===== config.mk =====
export PLATFORM = sky130hd
export DESIGN_NAME = reg_wakeup_scoreboard
export DESIGN_NICKNAME = d
export VERILOG_FILES = /design/src/rtl/rwsb_pkg.sv /design/src/rtl/rwsb_bits.sv /design/src/rtl/rwsb_slot.sv /design/src/rtl/reg_wakeup_scoreboard.sv
export SDC_FILE = /design/constraint.sdc
export NUM_CORES = 1
export LEC_CHECK = 0
export CAP_MARGIN = 30
export CORE_MARGIN = 3
export CORE_UTILIZATION = 24
export CTS_BUF_LIST = sky130_fd_sc_hd__clkbuf_2 sky130_fd_sc_hd__clkbuf_4 sky130_fd_sc_hd__clkbuf_8
export DETAILED_ROUTE_END_ITERATION = 16
export DONT_BUFFER_PORTS = 1
export GPL_TIMING_DRIVEN = 0
export RECOVER_POWER = 100
export SKIP_LAST_GASP = 1
export SYNTH_ARGS = -nofsm -noshare
export SYNTH_HDL_FRONTEND = slang
export SYNTH_SLANG_ARGS = --single-unit

===== constraint.sdc =====
create_clock -name clk -period 6.6 [get_ports clk]
set_input_delay 1.32 -clock clk [delete_from_list [all_inputs] [get_ports clk]]
set_output_delay 1.32 -clock clk [all_outputs]
set_load 0.02 [all_outputs]

===== src/rtl/rwsb_pkg.sv =====
package rwsb_pkg;
    typedef enum logic [1:0] {
        SLOT_IDLE = 2'd0,
        SLOT_WAIT = 2'd1,
        SLOT_FIRE = 2'd2
    } slot_state_e;
endpackage


===== src/rtl/rwsb_bits.sv =====
module rwsb_bits #(
    parameter int NREGS = 32,
    parameter int IW    = 5
) (
    input  logic          clk,
    input  logic          rst_n,
    input  logic          prod_vld,
    input  logic [IW-1:0] prod_idx,
    input  logic          done_vld,
    input  logic [IW-1:0] done_idx,
    input  logic [IW-1:0] look0_idx,
    input  logic [IW-1:0] look1_idx,
    output logic          look0_rdy,
    output logic          look1_rdy
);
    logic [NREGS-1:0] avail_q;

    // Later nonblocking write wins: a producer record overrides a completion.
    always_ff @(posedge clk) begin
        if (!rst_n) begin
            avail_q <= '1;
        end else begin
            if (done_vld) avail_q[done_idx] <= 1'b1;
            if (prod_vld) avail_q[prod_idx] <= 1'b0;
        end
    end

    always_comb begin
        look0_rdy = avail_q[look0_idx] | (done_vld && (done_idx == look0_idx));
        look1_rdy = avail_q[look1_idx] | (done_vld && (done_idx == look1_idx));
    end

    assert_done_sets_R3: assert property (@(posedge clk) disable iff (!rst_n)
        (done_vld && !(prod_vld && prod_idx == done_idx)) |=> avail_q[$past(done_idx)]);

    assert_prod_clears_R4: assert property (@(posedge clk) disable iff (!rst_n)
        prod_vld |=> !avail_q[$past(prod_idx)]);

    assert_prod_wins_R5: assert property (@(posedge clk) disable iff (!rst_n)
        (prod_vld && done_vld && prod_idx == done_idx) |=> !avail_q[$past(done_idx)]);
endmodule


===== src/rtl/rwsb_slot.sv =====
module rwsb_slot
    import rwsb_pkg::*;
#(
    parameter int IW = 5
) (
    input  logic          clk,
    input  logic          rst_n,
    input  logic          alloc,
    input  logic [IW-1:0] src0,
    input  logic [IW-1:0] src1,
    input  logic          rdy0,
    input  logic          rdy1,
    input  logic          done_vld,
    input  logic [IW-1:0] done_idx,
    output logic          busy,
    output logic          wake,
    output logic [1:0]    hits
);
    slot_state_e   st_q, st_d;
    logic [IW-1:0] s0_q, s1_q;
    logic          f0_q, f1_q, f0_d, f1_d;
    logic          m0, m1;

    always_comb begin
        m0 = (st_q == SLOT_WAIT) && done_vld && !f0_q && (s0_q == done_idx);
        m1 = (st_q == SLOT_WAIT) && done_vld && !f1_q && (s1_q == done_idx);
        f0_d = f0_q | m0;
        f1_d = f1_q | m1;
        st_d = st_q;
        unique case (st_q)
            SLOT_IDLE: if (alloc)         st_d = SLOT_WAIT;   // alloc
            SLOT_WAIT: if (f0_d && f1_d)  st_d = SLOT_FIRE;   // both_ready
            SLOT_FIRE:                    st_d = SLOT_IDLE;   // retire
            default:                      st_d = SLOT_IDLE;
        endcase
    end

    always_ff @(posedge clk) begin
        if (!rst_n) begin
            st_q <= SLOT_IDLE;
            s0_q <= '0;
            s1_q <= '0;
            f0_q <= 1'b0;
            f1_q <= 1'b0;
        end else begin
            st_q <= st_d;
            if (st_q == SLOT_IDLE && alloc) begin
                s0_q <= src0;
                s1_q <= src1;
                f0_q <= rdy0;
                f1_q <= rdy1;
            end else begin
                f0_q <= f0_d;
                f1_q <= f1_d;
            end
        end
    end

    always_comb begin
        busy = (st_q != SLOT_IDLE);
        wake = (st_q == SLOT_FIRE);
        hits = {1'b0, m0} + {1'b0, m1};
    end

    assert_fire_retires_R9: assert property (@(posedge clk) disable iff (!rst_n)
        wake |=> !wake && !busy);

    assert_fire_after_wait_R9: assert property (@(posedge clk) disable iff (!rst_n)
        $rose(wake) |-> $past(st_q == SLOT_WAIT));
endmodule


===== src/rtl/reg_wakeup_scoreboard.sv =====
module reg_wakeup_scoreboard #(
    parameter int INT_REGS = 16,
    parameter int FP_REGS  = 16,
    parameter int SLOTS    = 4,
    localparam int NREGS   = INT_REGS + FP_REGS,
    localparam int IW      = $clog2(NREGS),
    localparam int CW      = $clog2(2 * SLOTS + 1)
) (
    input  logic             clk,
    input  logic             rst_n,
    input  logic             prod_vld,
    input  logic [IW-1:0]    prod_idx,
    input  logic             done_vld,
    input  logic [IW-1:0]    done_idx,
    input  logic             ins_vld,
    input  logic [IW-1:0]    ins_src0,
    input  logic [IW-1:0]    ins_src1,
    output logic             src0_rdy,
    output logic             src1_rdy,
    output logic             ins_direct,
    output logic             ins_full,
    output logic [SLOTS-1:0] slot_wake,
    output logic [CW-1:0]    wake_count
);
    logic [SLOTS-1:0] busy, alloc;
    logic [1:0]       hits [SLOTS];
    logic             need_slot;

    rwsb_bits #(.NREGS(NREGS), .IW(IW)) u_bits (
        .clk(clk), .rst_n(rst_n),
        .prod_vld(prod_vld), .prod_idx(prod_idx),
        .done_vld(done_vld), .done_idx(done_idx),
        .look0_idx(ins_src0), .look1_idx(ins_src1),
        .look0_rdy(src0_rdy), .look1_rdy(src1_rdy)
    );

    always_comb begin
        ins_direct = ins_vld && src0_rdy && src1_rdy;
        need_slot  = ins_vld && !(src0_rdy && src1_rdy);
        alloc      = '0;
        for (int i = SLOTS - 1; i >= 0; i--) begin
            if (!busy[i]) begin
                alloc    = '0;
                alloc[i] = need_slot;
            end
        end
        ins_full = need_slot && (&busy);
    end

    for (genvar g = 0; g < SLOTS; g++) begin : g_slot
        rwsb_slot #(.IW(IW)) u_slot (
            .clk(clk), .rst_n(rst_n),
            .alloc(alloc[g]),
            .src0(ins_src0), .src1(ins_src1),
            .rdy0(src0_rdy), .rdy1(src1_rdy),
            .done_vld(done_vld), .done_idx(done_idx),
            .busy(busy[g]), .wake(slot_wake[g]), .hits(hits[g])
        );
    end

    always_comb begin
        wake_count = '0;
        for (int i = 0; i < SLOTS; i++) wake_count = wake_count + CW'(hits[i]);
    end

    assert_one_alloc_R7: assert property (@(posedge clk) disable iff (!rst_n)
        $onehot0(alloc));

    assert_full_only_when_busy_R7: assert property (@(posedge clk) disable iff (!rst_n)
        ins_full |-> ($countones(busy) == SLOTS));

    assert_alloc_idle_R7: assert property (@(posedge clk) disable iff (!rst_n)
        (|alloc) |=> ((busy & $past(alloc)) == $past(alloc)));
endmodule


Word level (Yosys, flattened, before mapping)
Index checks and enable logic that the tools add are counted.
- bits in registers: 88
- output and inout bits: 12
- input bits: 25
- muxes and demuxes: 35
- add/sub/neg operators: 7
- reduce and logical (&&, ||, !) cells: 59
- bitwise gates (word level): 13
- equality and inequality tests: 26
- order comparisons: 6
- operator list (kind ; number):
    32-bit two-way mux ; 3
    5-bit equality test ; 10
    1-bit logical AND ; 37
    32-bit bitwise AND ; 1
    32-bit NOT ; 1
    32-bit bitwise OR ; 1
    5-bit by 6-bit less-than comparator with 1-bit output (second input constant) ; 4
    2-bit two-way mux ; 8
    4-bit two-way mux ; 4
    2-bit != test (second input constant) ; 8
    2-bit one-hot mux with 2 select lines ; 4
    1-bit two-way mux ; 12
    1-bit binary-select mux with 5-bit select ; 2
    1-bit demux with 5-bit select ; 2
    5-bit by 1-bit >= comparator with 1-bit output (second input constant) ; 2
    1-bit bitwise OR ; 10
    1-bit logical NOT ; 9
    1-bit by 1-bit adder with 2-bit output ; 4
    2-bit by 1-bit equality test with 1-bit output (second input constant) ; 4
    2-bit equality test (second input constant) ; 4
    2-bit logical NOT ; 4
    2-bit AND reduction ; 4
    2-bit nonzero test ; 4
    3-bit by 2-bit adder with 4-bit output ; 1
    other kinds (3) ; 3

Logic depth before layout (Yosys ltp)
Gate-level depths: netlist (run 1).
- depth in word-level cells: 12
- gate-level depth with buffers: 14
- gate-level depth less buffers: 12

Modules after synthesis
Synthesis (run 1) repeated with hierarchy kept, for this count alone.
- cells, all modules: 515
- area total of the unflattened synthesis: 4812.1 um^2
- modules (own cells, without submodules) (module ; cells each ; area an instance (um^2) ; times used ; sequential area each (um^2)):
    rwsb_slot ; 67 ; 638.1 ; 4 ; 280.3
    rwsb_bits ; 231 ; 2055.7 ; 1 ; 640.6
    reg_wakeup_scoreboard ; 16 ; 203.9 ; 1 ; 0.0

Worst setup path after synthesis (run 1)
OpenSTA, ideal clock, no wires.
- path type: input -> output
- from: input port done_idx[4]
- to: output port wake_count[2]
- arrival time: 4.930 ns
- slack: 0.350 ns
- stages on the path: 13
- buffers on the path: 2
- data required time: 5.280 ns
- cells stage by stage: clkbuf_1 clkbuf_1 xor2_1 nor4_1 fa_1 inv_1 fa_1 inv_1 fa_1 ha_1 inv_1 fa_1 xnor2_1
- word-level cells in the longest chain between the ends: 6
- elaborated cells between the ends (all ways): 23
- those cells by class: add/sub: 7; eq/ne: 8; reduce/logical: 8
- RTL lines (element ; line ; text):
    start, declared ; reg_wakeup_scoreboard.sv:14 ; input logic [IW-1:0] done_idx,
    5-bit equality test, on equally long branches ; rwsb_slot.sv:25, rwsb_slot.sv:26 ;
    1-bit logical AND, on equally long branches ; rwsb_slot.sv:25, rwsb_slot.sv:26 ;
    1-bit by 1-bit adder with 2-bit output ; rwsb_slot.sv:62 ; hits = {1'b0, m0} + {1'b0, m1};
    2-bit by 2-bit adder with 3-bit output ; reg_wakeup_scoreboard.sv:63 ; for (int i = 0; i < SLOTS; i++) wake_count = wake_count + CW'(hits[i]);
    3-bit by 2-bit adder with 4-bit output ; reg_wakeup_scoreboard.sv:63 ;
    4-bit by 2-bit adder with 4-bit output (*) ; reg_wakeup_scoreboard.sv:63 ;
    end, declared ; reg_wakeup_scoreboard.sv:23 ; output logic [CW-1:0] wake_count
Mark *: on every way between the ends. The rest lies on a longest branch, timed or not.

Worst setup path after layout (run 1)
- from: input port done_idx[0]
- to: output port wake_count[2]
The elaborated chain is that of the path after synthesis.

==> key figures, run 1 <==
Power and ir drop
  • Share of power burned in registers: 0.512
  • Switching power: 298 uW
  • Pwr Density: 199 nW/um^2
  • Leakage power figure: 1.86 nW
  • P_int: 777 uW
  • Clk pwr share: 0.364
  • Maximum VDD drop: 130 uV
  • Combinational cell fraction of total power: 0.125
  • Switching Share: 0.277
  • Total power: 1.07 mW

Yosys
  • Synth Flop Type: dfxtp_1
  • Count of cell types in the netlist: 47
  • Share of the synthesized area in the top cell type: 0.354
  • Commonest cells post-synth: dfxtp_1, nand2_1, nor2_1, mux2i_1
  • YS warnings: 0
  • Synth Cell Area: 4980 sq um
  • Cell taking the most area after synthesis: dfxtp_1
  • Post-synth net total: 584
  • Async SR Flop Fraction: 0
  • EDFF count, synth: 0
  • Most common cell in the synthesized netlist: dfxtp_1
  • Mean post-synth cell area: 9.01 sq um
  • Register bit total from synthesis: 88
  • Synth top area cells: dfxtp_1, mux2i_1, nand2_1
  • Post-Syn Instances: 552
  • Sequential share of the synthesized area: 0.354

Final layout
  • Share of layout cells above drive strength 1: 0.0758
  • Layout Area Growth over Synthesis: 8.67%
  • Finished Layout Cells: 837
  • Layout Nets: 594
  • N_diodes: 0

GRT
  • Vias in the first global route: 3862
  • Initial antenna violation count: 1
  • Total gr overflow: 0
  • GRT Overall Usage: 0.125
  • Largest net degree at the start of global routing: 19
  • Global-route wire length before repair: 21.8 mm

Status
  • Failing checks: max-capacitance violations, max-slew violations
  • Status: finished, violations left

STA
  • Final setup fails: 0
  • RSZ-0062 raised after global routing: false
  • Final period util: 0.968
  • Max Clock Skew: 19.4 ps
  • Slew Limit Fails: 8
  • Fmax: 0.157 GHz
  • Slew @ Worst Pin: 1850 ps
  • Final Hold Viols: 0
  • Fin crit period: 6390 ps
  • Slew margin rel.: -0.248

Critical path
  • Launch point of the worst path: done_idx[0]
  • Crit path DAT: 5070 ps
  • Cell chain of the critical path: clkbuf_1, buf_2, xnor2_1, nand4_1, nor4_2, fa_1, inv_1, fa_1, inv_1, fa_1, ha_1, inv_1, fa_1, xnor2_1
  • Max FO, Critical Path: 10
  • R2r endpoint: g_slot[2].u_slot.s0_q[3]$_SDFFE_PN0P_
  • Crit path launch type: primary input
  • Cells on worst reg2reg path: 8
  • Critical Path RT: 5280 ps
  • Worst path max stage delay: 550 ps
  • Flop2flop setup slack: 2790 ps
  • Reg2reg start: u_bits.avail_q[29]$_SDFF_PN1_
  • Critical path endpoint category: primary output
  • Slowest cell on crit path: fa_1
  • CP Class: in2out
  • CP endpoint: wake_count[2]
  • Most used cell, CP: fa_1

Die
  • Die width: 150 um
  • Initial Util: 0.245
  • Core area: 20300 sq um
  • Num rows: 52
  • DIE HEIGHT: 150 um
  • Die footprint: 22500 sq um
  • I/O Pins: 37

Worst hold path
  • Hold Path Depth: 2
  • HP Class: reg2reg

Routing
  • Vias per Instance: 4.76
  • Drt drc: 0
  • DR iter-0 viols: 343
  • DR WL/cell: 16.4 um
  • TritonRoute pass-1 iters: 4
  • Via count: 3984
  • Post-route ant nets: 0
  • Total wire length: 13.7 mm

CTS
  • Setup bufs post-CTS: 0
  • CTS root buf: clkbuf_8
  • CTS tree: done
  • H-tree depth: 3
  • CTS clk-pin slew, worst paths: 80 ps
  • CTS buffer count: 9
  • Clock Tree Buf Depth: 2
  • Clk sink count: 88
  • Latest clock arrival within the worst-skew pair: 370 ps

Placement
  • GP Congestion: 0.813
  • Cell count after placement: 823
  • Port bufs: 0
  • Dpl hpwl: 9.98 mm

Run
  • Max-Cap Viols: 1
==> cell usage in the layout (no fill, tap or decap), types with 4 or more instances in the layout <==
cell type and instances:
dfxtp_1 88, o21ai_0 37, xnor2_1 28, and3_1 9, buf_2 4, nor4_1 7, mux4_2 9, inv_1 12
clkbuf_1 30, fa_1 4, nor2_1 52, nor3_1 8, mux4_1 7, nand4_1 6, mux2i_1 41, nand3b_1 8
nand3_1 8, clkbuf_8 9, xor2_1 23, nor2b_1 14, nand2_1 70, a221oi_1 5, nor3b_1 5, a21oi_1 37
==> power by group through the flow <==
stage	combinational, mW	sequential, mW	clock [mW]
after floorplan	0.104	0.560	0
after global placement	0.138	0.562	0
after detailed placement	0.139	0.562	0
after CTS	0.139	0.549	0.396
after global routing	0.146	0.551	0.421
final	0.134	0.550	0.391
==> per-stage QoR <==
stage | utilization | setup slack, ps | setup TNS (ps) | cell area [sq um] | hold WS (ps)
after global routing | 0.266 | 20.8 | 0 | 5410 | 487
after CTS | 0.272 | 50.4 | 0 | 5520 | 474
final | 0.266 | 211 | 0 | 5410 | 472
after global placement | 0.262 | -336 | -545 | 5310 | 453
after floorplan | - | 350 | 0 | 4980 | 446
after detailed placement | 0.262 | -344 | -569 | 5320 | 459
==> cell families (layout without fill, tap and decap cells) <==
kind of cell             after synthesis  in the layout  synth area share
flip-flops                            88             88             0.354
multiplexers                          59             59             0.165
buffers and inverters                 53             68            0.0586
AND/OR/NAND/NOR                      199            199             0.192
AO/OA/AOI/OAI                         95             95             0.117
XOR/XNOR                              51             51            0.0898
adder cells (fa/ha/maj)                7              7            0.0236
==> final cells by class <==
type,instances,area [sq um]
Fill cell,2235,14900
Inverter,14,60.1
Clock inverter,4,55.1
Multi-Input combinational cell,411,2890
Tap cell,270,338
Clock buffer,12,146
Buffer,37,158
Timing Repair Buffer,1,3.75
Sequential cell,88,1760
==> flip-flops by register name, summed over array words and instances (netlist names) <==
name and count:
g_slot.u_slot.f0_q 4, g_slot.u_slot.s1_q 20, g_slot.u_slot.s0_q 20, g_slot.u_slot.f1_q 4, g_slot.u_slot.st_q 8, u_bits.avail_q 32
==> worst min-delay path by stage <==
stage / from / endpoint / slack, ps
after CTS: g_slot[3].u_slot.s1_q[0]$_SDFFE_PN0P_ / g_slot[3].u_slot.s1_q[0]$_SDFFE_PN0P_ / 470
after floorplan: g_slot[0].u_slot.s0_q[1]$_SDFFE_PN0P_ / g_slot[0].u_slot.s0_q[1]$_SDFFE_PN0P_ / 450
after detailed placement: g_slot[1].u_slot.s1_q[4]$_SDFFE_PN0P_ / g_slot[1].u_slot.s1_q[4]$_SDFFE_PN0P_ / 460
final: g_slot[3].u_slot.s1_q[0]$_SDFFE_PN0P_ / g_slot[3].u_slot.s1_q[0]$_SDFFE_PN0P_ / 470
after global placement: g_slot[1].u_slot.s1_q[4]$_SDFFE_PN0P_ / g_slot[1].u_slot.s1_q[4]$_SDFFE_PN0P_ / 450
after global routing: g_slot[2].u_slot.s0_q[1]$_SDFFE_PN0P_ / g_slot[2].u_slot.s0_q[1]$_SDFFE_PN0P_ / 490
==> repair_timing <==
action                     4_1_cts  5_1_grt
hold buffers                     0        0
pin swaps                        0        0
resized for setup                4        2
setup endpoints to repair        2        2
==> routing by layer <==
layer | track usage | up-vias | wire, um
met5 | 0 | - | 13
met4 | 0.0252 | 2 | 123
met3 | 0.0345 | 12 | 857
met2 | 0.192 | 122 | 6190
met1 | 0.177 | 1914 | 6550
li1 | - | 1934 | -
==> worst max-delay path, delay by kind of cell <==
kind | cells | cell delay [ps]
adders and majority gates | 5 | 2130
buffers and inverters | 5 | 870
xor gates and xnor gates | 2 | 520
and+or+nand+nor | 2 | 210
Power figures use the tool's default switching activity.
==> run 2: changes to the inputs <==
--- a/config.mk
+++ b/config.mk
@@ -6,6 +6,7 @@
 export NUM_CORES = 1
 export LEC_CHECK = 0
 export CAP_MARGIN = 30
+export CORE_ASPECT_RATIO = 2
 export CORE_MARGIN = 3
 export CORE_UTILIZATION = 24
 export CTS_BUF_LIST = sky130_fd_sc_hd__clkbuf_2 sky130_fd_sc_hd__clkbuf_4 sky130_fd_sc_hd__clkbuf_8
==> run 2 against run 1 <==
Count of clock-buffer cells in the layout rose by 3. Critical endpoint unchanged. Fmax rose by 1.2%. Cell area rose by 0.42%. The run still ends with max-capacitance violations, max-slew violations left. Largest power group unchanged. Critical path type unchanged.
==> key figures, run 2 (same netlist as run 1, synthesis figures left out) <==
CTS
  • CTS buffer count: 9 (unchanged)
  • Latest clock arrival within the worst-skew pair: 370 ps (about the same)
  • H-tree depth: 3 (unchanged)
  • CTS tree: done
  • CTS clk-pin slew, worst paths: 80 ps (about the same)
  • CTS root buf: clkbuf_8
  • Setup bufs post-CTS: 0 (unchanged)
  • Clk sink count: 88 (unchanged)
  • Clock Tree Buf Depth: 2 (unchanged)
  • Hold_buf cts: 0 (unchanged)

Final layout
  • Commonest non-fill, non-tap cell in the layout: dfxtp_1
  • Multi-input gate area: 2890 sq um (about the same)
  • Share of layout cells above drive strength 1: 0.0742 (-0.00163)
  • Top reg by flops: u_bits.avail_q
  • Layout Nets: 593 (-0.17%)
  • N_diodes: 0 (unchanged)
  • Register area: 1760 sq um (unchanged)
  • Commonest cells after routing, fill and taps aside: dfxtp_1, nand2_1, nor2_1
  • Final Cell Area: 5430 sq um (+0.42%)
  • Fill count: 2196 (-1.7%)
  • Largest registers: u_bits.avail_q (32), g_slot.u_slot.s0_q (20), g_slot.u_slot.s1_q (20)
  • Layout Area Growth over Synthesis: 9.13%
  • Max reg flops: 32 (unchanged)

Die
  • Initial Util: 0.248 (+0.00250)
  • I/O Pins: 37 (unchanged)
  • Core area: 20100 sq um (-1.0%)
  • Num rows: 73 (+40%)
  • Die footprint: 22600 sq um (+0.47%)
  • Die width: 108 um (-28%)
  • DIE HEIGHT: 210 um (+40%)

Run
  • Max-Cap Viols: 1 (unchanged)

STA
  • Fmax: 0.158 GHz (+1.2%)
  • Fin crit period: 6310 ps (-76.2 ps)
  • Setup ws final: 287 ps (+76.2 ps)
  • Max Clock Skew: 8.72 ps (-10.7 ps)
  • Final period util: 0.956 (-0.0115)
  • Final Hold Viols: 0 (unchanged)
  • Slew margin rel.: -0.0850 (+0.163)
  • Slew @ Worst Pin: 1610 ps (-242 ps)
  • RSZ-0062 raised after global routing: false
  • Final setup fails: 0 (unchanged)
  • Slew Limit Fails: 8 (unchanged)

Routing
  • Drt drc: 0 (unchanged)
  • Via count: 3992 (+0.20%)
  • Post-route ant nets: 0 (unchanged)
  • DR iter-0 viols: 172 (-50%)
  • Total wire length: 14.6 mm (+6.4%)
  • TritonRoute pass-1 iters: 5 (+1)
  • Vias per Instance: 4.82 (+1.3%)
  • DR WL/cell: 17.6 um (+7.5%)

Critical path
  • Cell chain of the critical path: clkbuf_1, buf_2, xor2_1, nor4_2, fa_1, inv_1, fa_1, inv_1, fa_1, ha_1, inv_1, fa_1, xnor2_2
  • Number of buffers and inverters on the critical path: 5 (unchanged)
  • Critical path endpoint category: primary output
  • Crit path DAT: 4990 ps (-80 ps)
  • CP Class: in2out
  • Critical Path RT: 5280 ps (about the same)
  • Most used cell, CP: fa_1
  • Worst path max stage delay: 540 ps (about the same)
  • Max FO, Critical Path: 10 (unchanged)
  • Crit path launch type: primary input
  • Largest delay contributor family on the critical path: adder cells
  • Slowest cell on crit path: fa_1

Placement
  • Dpl hpwl: 11.6 mm (+16%)
  • Port bufs: 0 (unchanged)
  • Setup slack at placement: -435 ps (-90.6 ps)
  • Post-DP Area: 5310 sq um (-0.24%)
  • GP Congestion: 0.844 (+3.8%)

GRT
  • Vias in the first global route: 4143 (+7.3%)
  • GRT Overall Usage: 0.132 (+0.00705)
  • Initial antenna violation count: 0 (-1)
  • Global-route wire length before repair: 22.6 mm (+3.6%)
  • Largest net degree at the start of global routing: 19 (unchanged)
  • Total gr overflow: 0 (unchanged)

Status
  • Status: finished, violations left
  • Failing checks: max-capacitance violations, max-slew violations

Power and ir drop
  • Leakage power figure: 1.88 nW (+1.3%)
  • Pwr Density: 205 nW/um^2 (+3.2%)
  • Maximum VDD drop: 126 uV (-3.4%)
  • Total power: 1.11 mW (+3.7%)

Worst hold path
  • HP Class: reg2reg
-- run 2: changes by cell type in the layout (fill, tap and decap cells not counted), sizes merged --
| cell | previous run | this run |
|---|---|---|
| clkinvlp | 1 | 0 |
| clkbuf | 44 | 46 |
| clkinv | 2 | 0 |
-- run 2: cell type report --
| class | instances | share of cell area |
|---|---|---|
| clock buffers | 15 | 0.0380 |
| flip-flops and latches | 88 | 0.324 |
| well taps | 262 | 0.0604 |
| repair buffers | 1 | 0.000691 |
| inverters | 14 | 0.0111 |
| multi-input cells | 411 | 0.532 |
| clock inverters | 1 | 0.00553 |
| plain buffers | 36 | 0.0281 |
-- run 2: final timing paths --
path,end,slack [ps],from,depth (start not counted)
hold / removal,g_slot[1].u_slot.s0_q[2]$_SDFFE_PN0P_,480,g_slot[1].u_slot.s0_q[2]$_SDFFE_PN0P_,2
setup reg to reg,g_slot[2].u_slot.s1_q[4]$_SDFFE_PN0P_,2940,u_bits.avail_q[29]$_SDFF_PN1_,8
setup / recovery,wake_count[2],290,done_idx[1],13
hold reg to reg,g_slot[1].u_slot.s0_q[2]$_SDFFE_PN0P_,480,g_slot[1].u_slot.s0_q[2]$_SDFFE_PN0P_,2
-- run 2: through the flow --
step | instances | hold WS, ps | utilization | setup TNS (ps)
finish | 828 | 475 | 0.270 | 0
global route | 828 | 493 | 0.270 | 0
CTS | 828 | 474 | 0.276 | 0
detailed placement | 815 | 461 | 0.264 | -718
global placement | 814 | 454 | 0.264 | -429
floorplan | 552 | 446 | - | 0
-- run 2: repair_timing --
| item | 4_1_cts | 5_1_grt |
|---|---|---|
| pin swaps | 0 | 0 |
| endpoints found under the hold margin | 0 | 0 |
| setup endpoints to repair | 2 | 2 |
| gates resized for setup | 4 | 1 |
-- run 2: tightest hold or removal path, stage by stage, from the launching register on --
cell     delay, ps
dfxtp_1        320
nand2_1         60
mux2i_1         50
-- run 2: power breakdown --
group / total, mW / switching [mW] / internal [mW]
sequential: 0.550 / 0.00821 / 0.542
combinational: 0.134 / 0.0882 / 0.0457
clock: 0.430 / 0.193 / 0.237
total: 1.11 / 0.289 / 0.825
-- run 2: routing by layer --
layer	global-route usage	up-vias	share of wire
li1	-	1934	-
met1	0.122	1898	0.34
met2	0.258	118	0.57
met3	0.0363	42	0.051
met4	0.0632	0	0.038
met5	0	-	0
==> run 3: changes to the inputs <==
--- a/config.mk
+++ b/config.mk
@@ -7,12 +7,12 @@
 export LEC_CHECK = 0
 export CAP_MARGIN = 30
 export CORE_ASPECT_RATIO = 2
-export CORE_MARGIN = 3
 export CORE_UTILIZATION = 24
 export CTS_BUF_LIST = sky130_fd_sc_hd__clkbuf_2 sky130_fd_sc_hd__clkbuf_4 sky130_fd_sc_hd__clkbuf_8
 export DETAILED_ROUTE_END_ITERATION = 16
 export DONT_BUFFER_PORTS = 1
 export GPL_TIMING_DRIVEN = 0
+export PLACE_DENSITY = 0.33
 export RECOVER_POWER = 100
 export SKIP_LAST_GASP = 1
 export SYNTH_ARGS = -nofsm -noshare
==> run 3 against run 2 <==
The flow still finishes with violations (max-capacitance violations, max-slew violations). Register-to-register slack worse by 140 ps. Cell count up 0.12%. First-iteration DRC count shrank 19%. Combinational power grew 5%. Critical path type unchanged. Largest cell class unchanged.
==> key figures, run 3 (same netlist as run 1, synthesis figures left out) <==
Status
  • Status: finished, violations left
  • Failing checks: max-capacitance violations, max-slew violations

Final layout
  • Layout Area Growth over Synthesis: 7.74%
  • N_diodes: 0 (unchanged)
  • Commonest non-fill, non-tap cell in the layout: dfxtp_1
  • Max reg flops: 32 (unchanged)
  • Commonest cells after routing, fill and taps aside: dfxtp_1, nand2_1, nor2_1
  • Top reg by flops: u_bits.avail_q
  • Final Cell Area: 5360 sq um (-1.3%)
  • Largest registers: u_bits.avail_q (32), g_slot.u_slot.s0_q (20), g_slot.u_slot.s1_q (20)
  • Layout Nets: 592 (-0.17%)
  • Share of layout cells above drive strength 1: 0.0728 (-0.00138)

GRT
  • GRT Overall Usage: 0.172 (+0.0400)
  • Vias in the first global route: 4253 (+2.7%)
  • Largest net degree at the start of global routing: 19 (unchanged)
  • Global-route wire length before repair: 26.5 mm (+18%)
  • Initial antenna violation count: 0 (unchanged)
  • Total gr overflow: 0 (unchanged)

Critical path
  • Most used cell, CP: fa_1
  • Crit path DAT: 5000 ps (about the same)
  • Critical path endpoint category: primary output
  • Crit path launch type: primary input
  • CP Class: in2out
  • Slowest cell on crit path: fa_1
  • Cell chain of the critical path: clkbuf_1, buf_4, xnor2_1, nand4_1, nor4_2, fa_1, inv_1, fa_1, inv_1, fa_1, ha_1, inv_1, fa_1, xnor2_2
  • Max FO, Critical Path: 10 (unchanged)
  • Worst path max stage delay: 550 ps (about the same)
  • Critical Path RT: 5280 ps (about the same)

CTS
  • CTS clk-pin slew, worst paths: 90 ps (about the same)
  • H-tree depth: 3 (unchanged)
  • CTS buffer count: 9 (unchanged)
  • CTS tree: done
  • Latest clock arrival within the worst-skew pair: 380 ps (about the same)
  • Clk sink count: 88 (unchanged)
  • Clock Tree Buf Depth: 2 (unchanged)
  • CTS root buf: clkbuf_8

Placement
  • GP Congestion: 0.756 (-10%)
  • Dpl hpwl: 13.8 mm (+19%)
  • Port bufs: 0 (unchanged)
  • Post-DP Area: 5310 sq um (about the same)
  • Setup slack at placement: -582 ps (-147 ps)

Die
  • DIE HEIGHT: 206 um (-1.9%)
  • Die width: 104 um (-3.7%)
  • Num rows: 74 (+1.4%)
  • Core area: 20400 sq um (+1.4%)
  • I/O Pins: 37 (unchanged)
  • Initial Util: 0.244 (-0.00335)
  • Die footprint: 21300 sq um (-5.5%)

Power and ir drop
  • Maximum VDD drop: 70.8 uV (-44%)
  • Leakage power figure: 1.85 nW (-1.8%)
  • Pwr Density: 194 nW/um^2 (-5.3%)

STA
  • Slew Limit Fails: 17 (+9)
  • Hold slack: 474 ps (-1.38 ps)
  • Fin crit period: 6320 ps (+10.2 ps)
  • Setup ws final: 277 ps (-10.2 ps)
  • Final setup fails: 0 (unchanged)
  • Final period util: 0.958 (+0.00154)
  • Slew @ Worst Pin: 1690 ps (+82.7 ps)
  • Fmax: 0.158 GHz (-0.16%)
  • Slew margin rel.: -0.141 (-0.0557)
  • Setup TNS: 0 ps (unchanged)
  • Max Clock Skew: 11.9 ps (+3.21 ps)
  • Final Hold Viols: 0 (unchanged)

Routing
  • Via count: 3924 (-1.7%)
  • Post-route ant nets: 0 (unchanged)
  • Total wire length: 17.4 mm (+19%)
  • Vias per Instance: 4.73 (-1.8%)
  • Drt drc: 0 (unchanged)
  • TritonRoute pass-1 iters: 4 (-1)
  • DR WL/cell: 21.0 um (+19%)
  • DR iter-0 viols: 140 (-19%)

Worst hold path
  • HP Class: reg2reg

Run
  • Max-Cap Viols: 2 (+1)
run 3: cell count changes in the layout (fill, tap and decap cells not counted), sizes merged:
cell,before,now
clkbuf,46,40
bufinv,1,0
clkinv,0,3
clkinvlp,0,1
run 3: worst max-delay path: cells and delay by family:
kind | cells | cell delay [ps]
and+or+nand+nor | 2 | 510
xor gates and xnor gates | 2 | 420
adders and majority gates | 5 | 1900
buffers and inverters | 5 | 830
run 3: routing by layer:
metal / track usage / routed length [um]
met1: 0.153 / 5920
met2: 0.362 / 10400
met3: 0.0310 / 516
met4: 0.0796 / 608
met5: 0 / 0
run 3: metrics by stage:
step                      std cells  utilization  power [mW]
after detailed placement        818        0.261       0.714
after global placement          818        0.261       0.713
after global routing            829        0.263        1.09
final                           829        0.263        1.04
after CTS                       829        0.269        1.06
after floorplan                 552            -       0.664
run 3: layout make-up:
class | instances | area [sq um]
Tap cell | 266 | 333
Clock buffer | 10 | 138
Buffer | 36 | 159
Sequential cell | 88 | 1760
Inverter | 14 | 60.1
Multi-Input combinational cell | 411 | 2890
Clock inverter | 4 | 22.5
Fill cell | 2285 | 15000
run 3: what timing repair did:
item / 4_1_cts / 5_1_grt
hold buffers: 0 / 0
setup buffers: 0 / 0
resized for setup: 9 / 3
endpoints found under the setup margin: 4 / 2
run 3: path summary, 6_finish.rpt:
check                                          end                                  start  slack [ps]  cells after the start
max                                  wake_count[2]                            done_idx[0]         280                     14
min          g_slot[2].u_slot.s0_q[0]$_SDFFE_PN0P_  g_slot[2].u_slot.s0_q[0]$_SDFFE_PN0P_         470                      2
max reg2reg  g_slot[3].u_slot.s0_q[3]$_SDFFE_PN0P_          u_bits.avail_q[29]$_SDFF_PN1_        2800                      8
min reg2reg  g_slot[2].u_slot.s0_q[0]$_SDFFE_PN0P_  g_slot[2].u_slot.s0_q[0]$_SDFFE_PN0P_         470                      2
run 3: power by group:
group | switching, mW | internal (mW)
Clock | 0.209 | 0.141
Sequential | 0.00853 | 0.542
Combinational | 0.0952 | 0.0461
Total | 0.313 | 0.729
